--- src/rtl/mil_pkg.sv ---
package mil_pkg;
  // fixed tick positions inside a slot
  localparam int ROW_TICK  = 0;
  localparam int CAS_FIRST = 1;
  localparam int CAP_TICK  = 2;
  localparam int PRE_TICK  = 3;
  localparam int MIN_SLOT  = 4;

  function automatic logic [1:0] bank_onehot(input logic sel);
    return sel ? 2'b10 : 2'b01;
  endfunction
endpackage

--- src/rtl/mil_slot_timer.sv ---
module mil_slot_timer #(
  parameter int SLOT_TICKS = 4,
  localparam int TW = $clog2(SLOT_TICKS)
) (
  input  logic          clk,
  input  logic          rst_n,
  output logic          rst_sync_n,
  output logic          run,
  output logic [TW-1:0] tick,
  output logic          fclk
);
  localparam logic [TW-1:0] LAST = TW'(SLOT_TICKS - 1);

  logic [1:0]    sync_q;
  logic          run_q, run_d;
  logic [TW-1:0] tick_q, tick_d;
  logic          fclk_q, fclk_d;

  // reset asserts at once, releases on a clock edge
  always_ff @(posedge clk or negedge rst_n) begin
    if (!rst_n) sync_q <= 2'b00;
    else        sync_q <= {sync_q[0], 1'b1};
  end
  assign rst_sync_n = sync_q[1];

  always_comb begin
    run_d  = 1'b1;
    tick_d = tick_q;
    fclk_d = fclk_q;
    if (run_q) begin
      if (tick_q == LAST) begin
        tick_d = '0;
        fclk_d = ~fclk_q;
      end else begin
        tick_d = tick_q + TW'(1);
      end
    end
  end

  always_ff @(posedge clk or negedge rst_sync_n) begin
    if (!rst_sync_n) begin
      run_q  <= 1'b0;
      tick_q <= '0;
      fclk_q <= 1'b0;
    end else begin
      run_q <= run_d;
      if (run_q) begin
        tick_q <= tick_d;
        fclk_q <= fclk_d;
      end
    end
  end

  assign run  = run_q;
  assign tick = tick_q;
  assign fclk = fclk_q;

  // owner level flips exactly at slot ends
  assert_slot_flip_R1: assert property (@(posedge clk) disable iff (!rst_sync_n)
    (run_q && tick_q == LAST) |=> (fclk_q != $past(fclk_q)));
  assert_slot_hold_R1: assert property (@(posedge clk) disable iff (!rst_sync_n)
    (tick_q != LAST) |=> $stable(fclk_q));
endmodule

--- src/rtl/mil_addr_mux.sv ---
module mil_addr_mux #(
  parameter int RW = 4,
  parameter int TW = 2,
  localparam int AW = 2 * RW + 1
) (
  input  logic          fclk,
  input  logic [TW-1:0] tick,
  input  logic          wide,
  input  logic [AW-1:0] cpu_addr,
  input  logic [AW-1:0] vid_addr,
  output logic [RW-1:0] dram_a,
  output logic [1:0]    bank_en
);
  import mil_pkg::*;

  logic [AW-1:0] src;

  always_comb begin
    // the owner level itself selects the source
    src = fclk ? vid_addr : cpu_addr;
    if (tick == TW'(ROW_TICK)) dram_a = src[2*RW:RW+1];
    else                       dram_a = src[RW:1];
    if (fclk && wide) bank_en = 2'b11;
    else              bank_en = bank_onehot(src[0]);
  end
endmodule

--- src/rtl/mil_strobe_gen.sv ---
module mil_strobe_gen #(
  parameter int TW = 2
) (
  input  logic          clk,
  input  logic          rst_n,
  input  logic          run,
  input  logic          fclk,
  input  logic          wide,
  input  logic          cpu_we,
  input  logic [TW-1:0] tick,
  input  logic [1:0]    bank_en,
  output logic          ras_n,
  output logic [1:0]    cas_n,
  output logic          we_n,
  output logic          capture
);
  import mil_pkg::*;

  logic row_t, col_t;

  always_comb begin
    row_t   = run && (tick == TW'(ROW_TICK));
    col_t   = run && (tick == TW'(CAS_FIRST) || tick == TW'(CAP_TICK));
    ras_n   = ~(row_t | col_t);
    cas_n   = col_t ? ~bank_en : 2'b11;
    we_n    = ~(col_t && !fclk && cpu_we);
    capture = run && (tick == TW'(CAP_TICK));
  end

  // writes only from the processor, only when asked
  assert_we_cpu_only_R4: assert property (@(posedge clk) disable iff (!rst_n)
    !we_n |-> (!fclk && cpu_we && !ras_n));
  // column strobe always inside an open row, precharge at the tail
  assert_cas_in_ras_R3: assert property (@(posedge clk) disable iff (!rst_n)
    (cas_n != 2'b11) |-> !ras_n);
  assert_precharge_R3: assert property (@(posedge clk) disable iff (!rst_n)
    (run && tick >= TW'(PRE_TICK)) |-> (ras_n && cas_n == 2'b11 && we_n));
  // single bank unless a wide video slot
  assert_one_bank_R5: assert property (@(posedge clk) disable iff (!rst_n)
    (!fclk || !wide) |-> ($countones(~cas_n) <= 1));
  // every slot opens a row before any column
  assert_row_open_R9: assert property (@(posedge clk) disable iff (!rst_n)
    (run && tick == TW'(ROW_TICK)) |-> (!ras_n && cas_n == 2'b11));
endmodule

--- src/rtl/mil_capture.sv ---
module mil_capture #(
  parameter int DW = 8
) (
  input  logic          clk,
  input  logic          rst_n,
  input  logic          capture,
  input  logic          fclk,
  input  logic          cpu_we,
  input  logic          wide,
  input  logic [1:0]    bank_en,
  input  logic [2*DW-1:0] dq_i,
  output logic [DW-1:0]   cpu_rdata,
  output logic [2*DW-1:0] vid_rdata
);
  logic [DW-1:0]   cpu_q, cpu_d;
  logic [2*DW-1:0] vid_q, vid_d;
  logic [DW-1:0]   sel_byte;
  logic            cpu_en, vid_en;

  always_comb begin
    sel_byte = bank_en[1] ? dq_i[2*DW-1:DW] : dq_i[DW-1:0];
    cpu_en   = capture && !fclk && !cpu_we;
    vid_en   = capture && fclk;
    cpu_d    = sel_byte;
    vid_d    = wide ? dq_i : {{DW{1'b0}}, sel_byte};
  end

  always_ff @(posedge clk or negedge rst_n) begin
    if (!rst_n) begin
      cpu_q <= '0;
      vid_q <= '0;
    end else begin
      if (cpu_en) cpu_q <= cpu_d;
      if (vid_en) vid_q <= vid_d;
    end
  end

  assign cpu_rdata = cpu_q;
  assign vid_rdata = vid_q;

  // processor latch never moves during a video slot
  assert_cpu_hold_R8: assert property (@(posedge clk) disable iff (!rst_n)
    fclk |=> $stable(cpu_q));
  // video data never moves during a processor slot
  assert_vid_hold_R6: assert property (@(posedge clk) disable iff (!rst_n)
    !fclk |=> $stable(vid_q));
endmodule

--- src/rtl/vidcpu_interleave_arb.sv ---
module vidcpu_interleave_arb #(
  parameter int RW         = 4,
  parameter int DW         = 8,
  parameter int SLOT_TICKS = 4
) (
  input  logic              clk,
  input  logic              rst_n,
  input  logic [2*RW:0]     cpu_addr,
  input  logic              cpu_we,
  input  logic [DW-1:0]     cpu_wdata,
  input  logic [2*RW:0]     vid_addr,
  input  logic              wide_mode,
  output logic              fclk_o,
  output logic [RW-1:0]     dram_a,
  output logic              dram_ras_n,
  output logic [1:0]        dram_cas_n,
  output logic              dram_we_n,
  output logic [DW-1:0]     dram_dq_o,
  input  logic [2*DW-1:0]   dram_dq_i,
  output logic [DW-1:0]     cpu_rdata,
  output logic [2*DW-1:0]   vid_rdata
);
  localparam int TW = $clog2(SLOT_TICKS);

  logic          rst_sync_n;
  logic          run;
  logic [TW-1:0] tick;
  logic          fclk;
  logic [1:0]    bank_en;
  logic          capture;

  mil_slot_timer #(.SLOT_TICKS(SLOT_TICKS)) timer_i (
    .clk(clk), .rst_n(rst_n), .rst_sync_n(rst_sync_n),
    .run(run), .tick(tick), .fclk(fclk)
  );

  mil_addr_mux #(.RW(RW), .TW(TW)) mux_i (
    .fclk(fclk), .tick(tick), .wide(wide_mode),
    .cpu_addr(cpu_addr), .vid_addr(vid_addr),
    .dram_a(dram_a), .bank_en(bank_en)
  );

  mil_strobe_gen #(.TW(TW)) strobe_i (
    .clk(clk), .rst_n(rst_sync_n), .run(run), .fclk(fclk),
    .wide(wide_mode), .cpu_we(cpu_we), .tick(tick), .bank_en(bank_en),
    .ras_n(dram_ras_n), .cas_n(dram_cas_n), .we_n(dram_we_n),
    .capture(capture)
  );

  mil_capture #(.DW(DW)) cap_i (
    .clk(clk), .rst_n(rst_sync_n), .capture(capture), .fclk(fclk),
    .cpu_we(cpu_we), .wide(wide_mode), .bank_en(bank_en),
    .dq_i(dram_dq_i), .cpu_rdata(cpu_rdata), .vid_rdata(vid_rdata)
  );

  assign fclk_o    = fclk;
  assign dram_dq_o = cpu_wdata;

  // quiet array while reset is held
  assert_reset_quiet_R10: assert property (@(posedge clk)
    !rst_sync_n |-> (dram_ras_n && dram_cas_n == 2'b11 && dram_we_n));
endmodule

--- config.mk ---
export PLATFORM = sky130hd
export DESIGN_NAME = vidcpu_interleave_arb
export DESIGN_NICKNAME = d
export VERILOG_FILES = /design/src/rtl/mil_pkg.sv /design/src/rtl/mil_slot_timer.sv /design/src/rtl/mil_addr_mux.sv /design/src/rtl/mil_strobe_gen.sv /design/src/rtl/mil_capture.sv /design/src/rtl/vidcpu_interleave_arb.sv
export SDC_FILE = /design/constraint.sdc
export NUM_CORES = 1
export LEC_CHECK = 0
export CAP_MARGIN = 30
export CELL_PAD_IN_SITES_DETAIL_PLACEMENT = 1
export CELL_PAD_IN_SITES_GLOBAL_PLACEMENT = 2
export CORE_MARGIN = 8
export CORE_UTILIZATION = 19
export DETAILED_ROUTE_END_ITERATION = 10
export PLACE_DENSITY = 0.77
export SLEW_MARGIN = 15
export SYNTH_ARGS = -nofsm -noshare
export SYNTH_HDL_FRONTEND = slang
export SYNTH_SLANG_ARGS = --single-unit
--- constraint.sdc ---
create_clock -name clk -period 1.51 [get_ports clk]
set_clock_uncertainty 0.2 [all_clocks]
set_input_delay 0.151 -clock clk [delete_from_list [all_inputs] [get_ports clk]]
set_output_delay 0.151 -clock clk [all_outputs]
set_load 0.02 [all_outputs]
======== Word-level counts from Yosys, hierarchy flattened ========
Cells that the tools add are included.
cells by class
  $add $sub $neg .......................... 1
  equality and inequality tests ........... 3
  mux-type cells .......................... 8
  bitwise operators ....................... 5
  reductions and logical operators ........ 14
operators by type and width
  cell                                                              count
  16-bit two-way mux                                                1
  1-bit logical AND                                                 9
  9-bit two-way mux                                                 1
  2-bit two-way mux                                                 4
  8-bit two-way mux                                                 1
  2-bit == test (second input constant)                             2
  4-bit two-way mux                                                 1
  1-bit NOT                                                         3
  2-bit by 1-bit adder with 2-bit output (second input constant)    1
  2-bit by 1-bit == test with 1-bit output (second input constant)  1
  1-bit logical NOT                                                 2
  2-bit logical NOT                                                 1
  2-bit NOT                                                         1
  2-bit AND reduction                                               1
  1-bit logical OR                                                  1
  1-bit bitwise OR                                                  1
word-level totals
  flip-flop bits (word level) ............. 30
  output and inout bits ................... 41
  logic and storage cells ................. 37

======== Longest topological paths before layout ========
  depth after elaboration ................. 6
  mapped depth ............................ 7

======== Cells and area by module ========
Synthesis repeated with hierarchy kept, for this count alone.
unflattened totals
  cells, all modules ...................... 148
  area, all modules ....................... 1569.0 µm²
by module, submodules not included
  module                 times used  cells each  area an instance (µm²)  seq. area each (µm²)
  mil_capture            1           107         1103.6                  600.6
  mil_slot_timer         1           13          210.2                   150.1
  mil_addr_mux           1           11          132.6                   0.0
  mil_strobe_gen         1           9           62.6                    0.0
  vidcpu_interleave_arb  1           8           60.1                    0.0

======== Worst setup path before layout ========
Ideal clock, no wire load.
  path type ............................... flip-flop to output port
  from .................................... reg timer_i.fclk_q, in the netlist timer_i.fclk
  to ...................................... out dram_a[0]
  data arrival time ....................... 1338 ps
  required time ........................... 1159 ps
  path slack .............................. -179 ps
  stages on the path, launching flop included .. 4
  path buffers ............................ 2
  cell sequence ........................... dfrtp_1 -> buf_4 -> buf_6 -> mux4_2
on the way
  longest elaborated chain between the ends .. 2
RTL lines
  item                    RTL line                     source
  from (decl)             mil_slot_timer.sv:17         logic fclk_q, fclk_d;
  from (signal assigned)  mil_slot_timer.sv:49         fclk_q <= fclk_d;
  9-bit two-way mux       mil_addr_mux.sv:20           src = fclk ? vid_addr : cpu_addr;
  4-bit two-way mux       mil_addr_mux.sv:21           if (tick == TW'(ROW_TICK)) dram_a = src[2*RW:RW+1];
  to (decl)               vidcpu_interleave_arb.sv:14  output logic [RW-1:0] dram_a,
No other way between the ends.

======== Worst setup path in the final report ========
  from .................................... reg timer_i.tick_q[0], in the netlist timer_i.tick[0]
  to ...................................... out dram_cas_n[1]
on the way
  longest elaborated chain between the ends .. 4
  elaborated cells on any way between the ends .. 5
  those cells by class .................... eq/ne: 2; mux: 1; reduce/logical: 2
RTL lines
  item                                                                       RTL line                     source
  from (decl)                                                                mil_slot_timer.sv:16         logic [TW-1:0] tick_q, tick_d;
  from (signal assigned)                                                     mil_slot_timer.sv:48         tick_q <= tick_d;
  2-bit by 1-bit == test with 1-bit output or 2-bit == test (tied branches)  mil_strobe_gen.sv:23         col_t = run && (tick == TW'(CAS_FIRST) || tick == TW'(CAP_TICK));
  1-bit logical OR (*)                                                       mil_strobe_gen.sv:23
  1-bit logical AND (*)                                                      mil_strobe_gen.sv:23
  2-bit two-way mux (*)                                                      mil_strobe_gen.sv:25         cas_n = col_t ? ~bank_en : 2'b11;
  to (decl)                                                                  vidcpu_interleave_arb.sv:16  output logic [1:0] dram_cas_n,
Every way passes the cells marked *; elsewhere a longest branch is shown, timed or not.

==> run summary <==
sw frac: 0.420
drt pass-1 iters: 4
worst-path fanout max: 3
Crit path max-delay family: simple AND/OR/NAND/NOR gates
total wire length: 6.69 mm
final number of setup-violating endpoints: 32
Synth Warn #: 0
DRT iter0 DRCs: 53
hold crit path type: register to async pin
status: finished with violations
Seq cells post-synth: 30
Final HPWL DP: 4.93 mm
die footprint: 11700 um^2
Die Width: 108 um
crit share post-route: 1.25
max frequency: 0.529 GHz
Root Buffer: clkbuf_8
Die H: 108 um
global-route wire length before repair: 10.2 mm
number of flops mapped to enable cells by yosys: 0
Post-Synth Adder-Cell Area: 0.0232
combinational share of power: 0.610
Clock Power Share: 0.128
area after detailed placement: 2480 um^2
most common cell in the netlist: dfrtp_1
fin worst setup slack: -0.380 ns
Post-Layout Inst Area: 2970 um^2
cells after synthesis: 170
CORE AREA: 8260 um^2
share of the synthesized area in the top cell type: 0.464
I/O pins: 87
WL/cell: 18.3 um
gp weighted congestion: 0.799
dpl cells: 348
initial antenna violation count: 1
P per Cell Area: 1770 nW/um^2
Max rail drop VDD: 0.000556 V
slowest CP cell: dfrtp_1
Fin. Hold Viols: 0
Seq pwr share: 0.262
share of post-route cells with drive strength above 1: 0.388
Num CTS Buffers: 5
critical-path cell list: inv_2 -> ha_4 -> nand2_4 -> or3_4 -> buf_6
row count: 33
Crit. End Element: output port
Synth cell types: 32
H-tree lvl count: 2
pin count of the biggest net entering global routing: 29
clk slew on worst S/H paths: 0.06 ns
Port Buffers: 70
Pleak: 1.21 nW
Switch Pwr: 2.21 mW
CP max stage delay: 0.36 ns
TritonCTS clock tree: built
crit path DAT: 1.54 ns
Clk Latency, worst-skew pair: 0.28 ns
largest family of logic cells by synthesized area: compound AO/OA/AOI/OAI gates
GRT Overall Usage: 0.115
required time worst endpoint: 1.16 ns
max-slew violation count: 0
Longest Clk Path Bufs: 2
kind of critical path: register to output port
sequential share of the synthesized area: 0.464
Synth top cells by count: dfrtp_1, o21ai_0, nand2_1
Synth Area in Compound Gates: 0.176
CP bufs+invs: 2
DR vias: 1629
CTS sink count: 30
GRT overflow: 0
Layout Nets: 308
Synth async-reset ratio: 1.00
Pint: 3.05 mW
final antenna-violating net count: 0
RSZ-0062 raised after global routing: true
Yosys top cell by area: dfrtp_1
Starting Density: 0.196
DRC Markers: 0
vias in the first global route: 1828
Layout Cells excl Fill: 366
Mapped Area: 1620 um^2
minimum clock period: 1.89 ns
CP Launch Type: register
area growth from synthesis to layout: 83.5%
Synth area leaders: dfrtp_1, a31oi_1, o21ai_0
Main synth FF type: dfrtp_1
Max Cap Violations: 0
xor/xnor share of the synthesized area: 0.00541
Avg Vias per Cell: 4.45
simple-gate portion of the synthesized area: 0.161
failing checks: setup timing
syn_area_per_cell: 9.52 um^2
mux cell area share after synthesis: 0.0765
[path summary, 6_finish.rpt]
check                                  start                  to  slack (ns)  cells after the start
max                          timer_i.tick[0]       dram_cas_n[1]       -0.38                      5
min                        timer_i.sync_q[1]  cap_i.vid_rdata[9]        0.04                      1
max reg2reg                     timer_i.fclk  cap_i.cpu_rdata[3]       -0.13                      6
min reg2reg                timer_i.sync_q[1]  cap_i.vid_rdata[9]        0.04                      1
max in group asynchronous              rst_n   timer_i.sync_q[1]        0.63                      2
min in group clk                cpu_wdata[0]        dram_dq_o[0]        0.10                      0
[metal layers]
metal / global-route usage / vias to the layer above / part of all wire
met5: 0 / - / 0
met4: 0.0518 / 0 / 0.022
met3: 0.0274 / 11 / 0.044
met2: 0.194 / 39 / 0.52
met1: 0.136 / 810 / 0.41
li1: - / 769 / -
[power by group through the flow]
| stage | combinational [mW] | clock, mW | sequential, mW |
|---|---|---|---|
| after floorplan | 1.10 | 0 | 1.74 |
| after global placement | 2.71 | 0 | 1.39 |
| after detailed placement | 2.74 | 0 | 1.41 |
| after CTS | 2.87 | 0.700 | 1.35 |
| after global routing | 3.43 | 0.743 | 1.42 |
| final | 3.21 | 0.671 | 1.38 |
[cells by family (layout without fill, tap and decap cells)]
family | after synthesis | in the layout
AOI/OAI and AO/OA | 52 | 52
xor gates and xnor gates | 1 | 1
adders and majority gates | 3 | 3
buffers and inverters | 23 | 112
DFF | 30 | 30
muxes | 6 | 6
other | 1 | 3
and+or+nand+nor | 54 | 54
[worst reg2reg max path, cell delays in order, from the launching register on]
cell	delay [ns]
dfrtp_2	0.43
buf_6	0.14
buf_4	0.15
nand4bb_1	0.19
buf_6	0.17
a31oi_1	0.15
a21oi_1	0.09
[layout make-up]
type                            count  area, um^2
Clock inverter                      1        5.00
Clock buffer                        7        86.3
Timing Repair Buffer              101         971
Multi-Input combinational cell    118        1010
Sequential cell                    30         752
Fill cell                         939        5290
Antenna cell                        1        2.50
Inverter                            3        11.3
Tap cell                          105         131
[cell usage in the layout (no fill, tap or decap), drive strengths merged, types with 2 or more instances in the layout]
master / Yosys / final
mux4: 4 / 4
dfrtp: 30 / 30
clkdlybuf4s50: 0 / 37
nand3: 9 / 9
a31oi: 16 / 16
nand2: 18 / 18
nor2: 17 / 17
a21oi: 16 / 16
buf: 17 / 38
ha: 3 / 3
clkbuf: 3 / 8
conb: 1 / 2
inv: 2 / 2
clkinv: 1 / 2
o21ai: 19 / 19
dlygate4sd2: 0 / 24
[timing repair]
| item | CTS | global route |
|---|---|---|
| gates cloned | 2 | 0 |
| endpoints found under the hold margin | 2 | 0 |
| endpoints found under the setup margin | 57 | 33 |
| setup buffers | 6 | 3 |
| resized for setup | 97 | 53 |
| pin swaps | 11 | 16 |
| hold buffers | 1 | 0 |
[sequential cells by signal, indices dropped and copies added, names as in the netlist]
register,cells
cap_i.cpu_rdata,8
cap_i.vid_rdata,16
timer_i.fclk,1
timer_i.run,1
timer_i.sync_q,2
timer_i.tick,2
[stage by stage]
stage | hold WS [ns] | setup TNS [ns] | utilization | power [mW] | worst slack, ns
after global placement | 0.0580 | -9.21 | 0.301 | 4.10 | -0.503
after floorplan | -0.345 | -0.774 | - | 2.84 | -0.0934
after CTS | 0.0723 | -3.68 | 0.331 | 4.92 | -0.372
after global routing | 0.0998 | -5.80 | 0.360 | 5.60 | -0.430
after detailed placement | 0.0639 | -9.89 | 0.301 | 4.15 | -0.546
final | 0.0438 | -4.10 | 0.360 | 5.26 | -0.380
No activity file was read; power rests on OpenSTA's default activity.
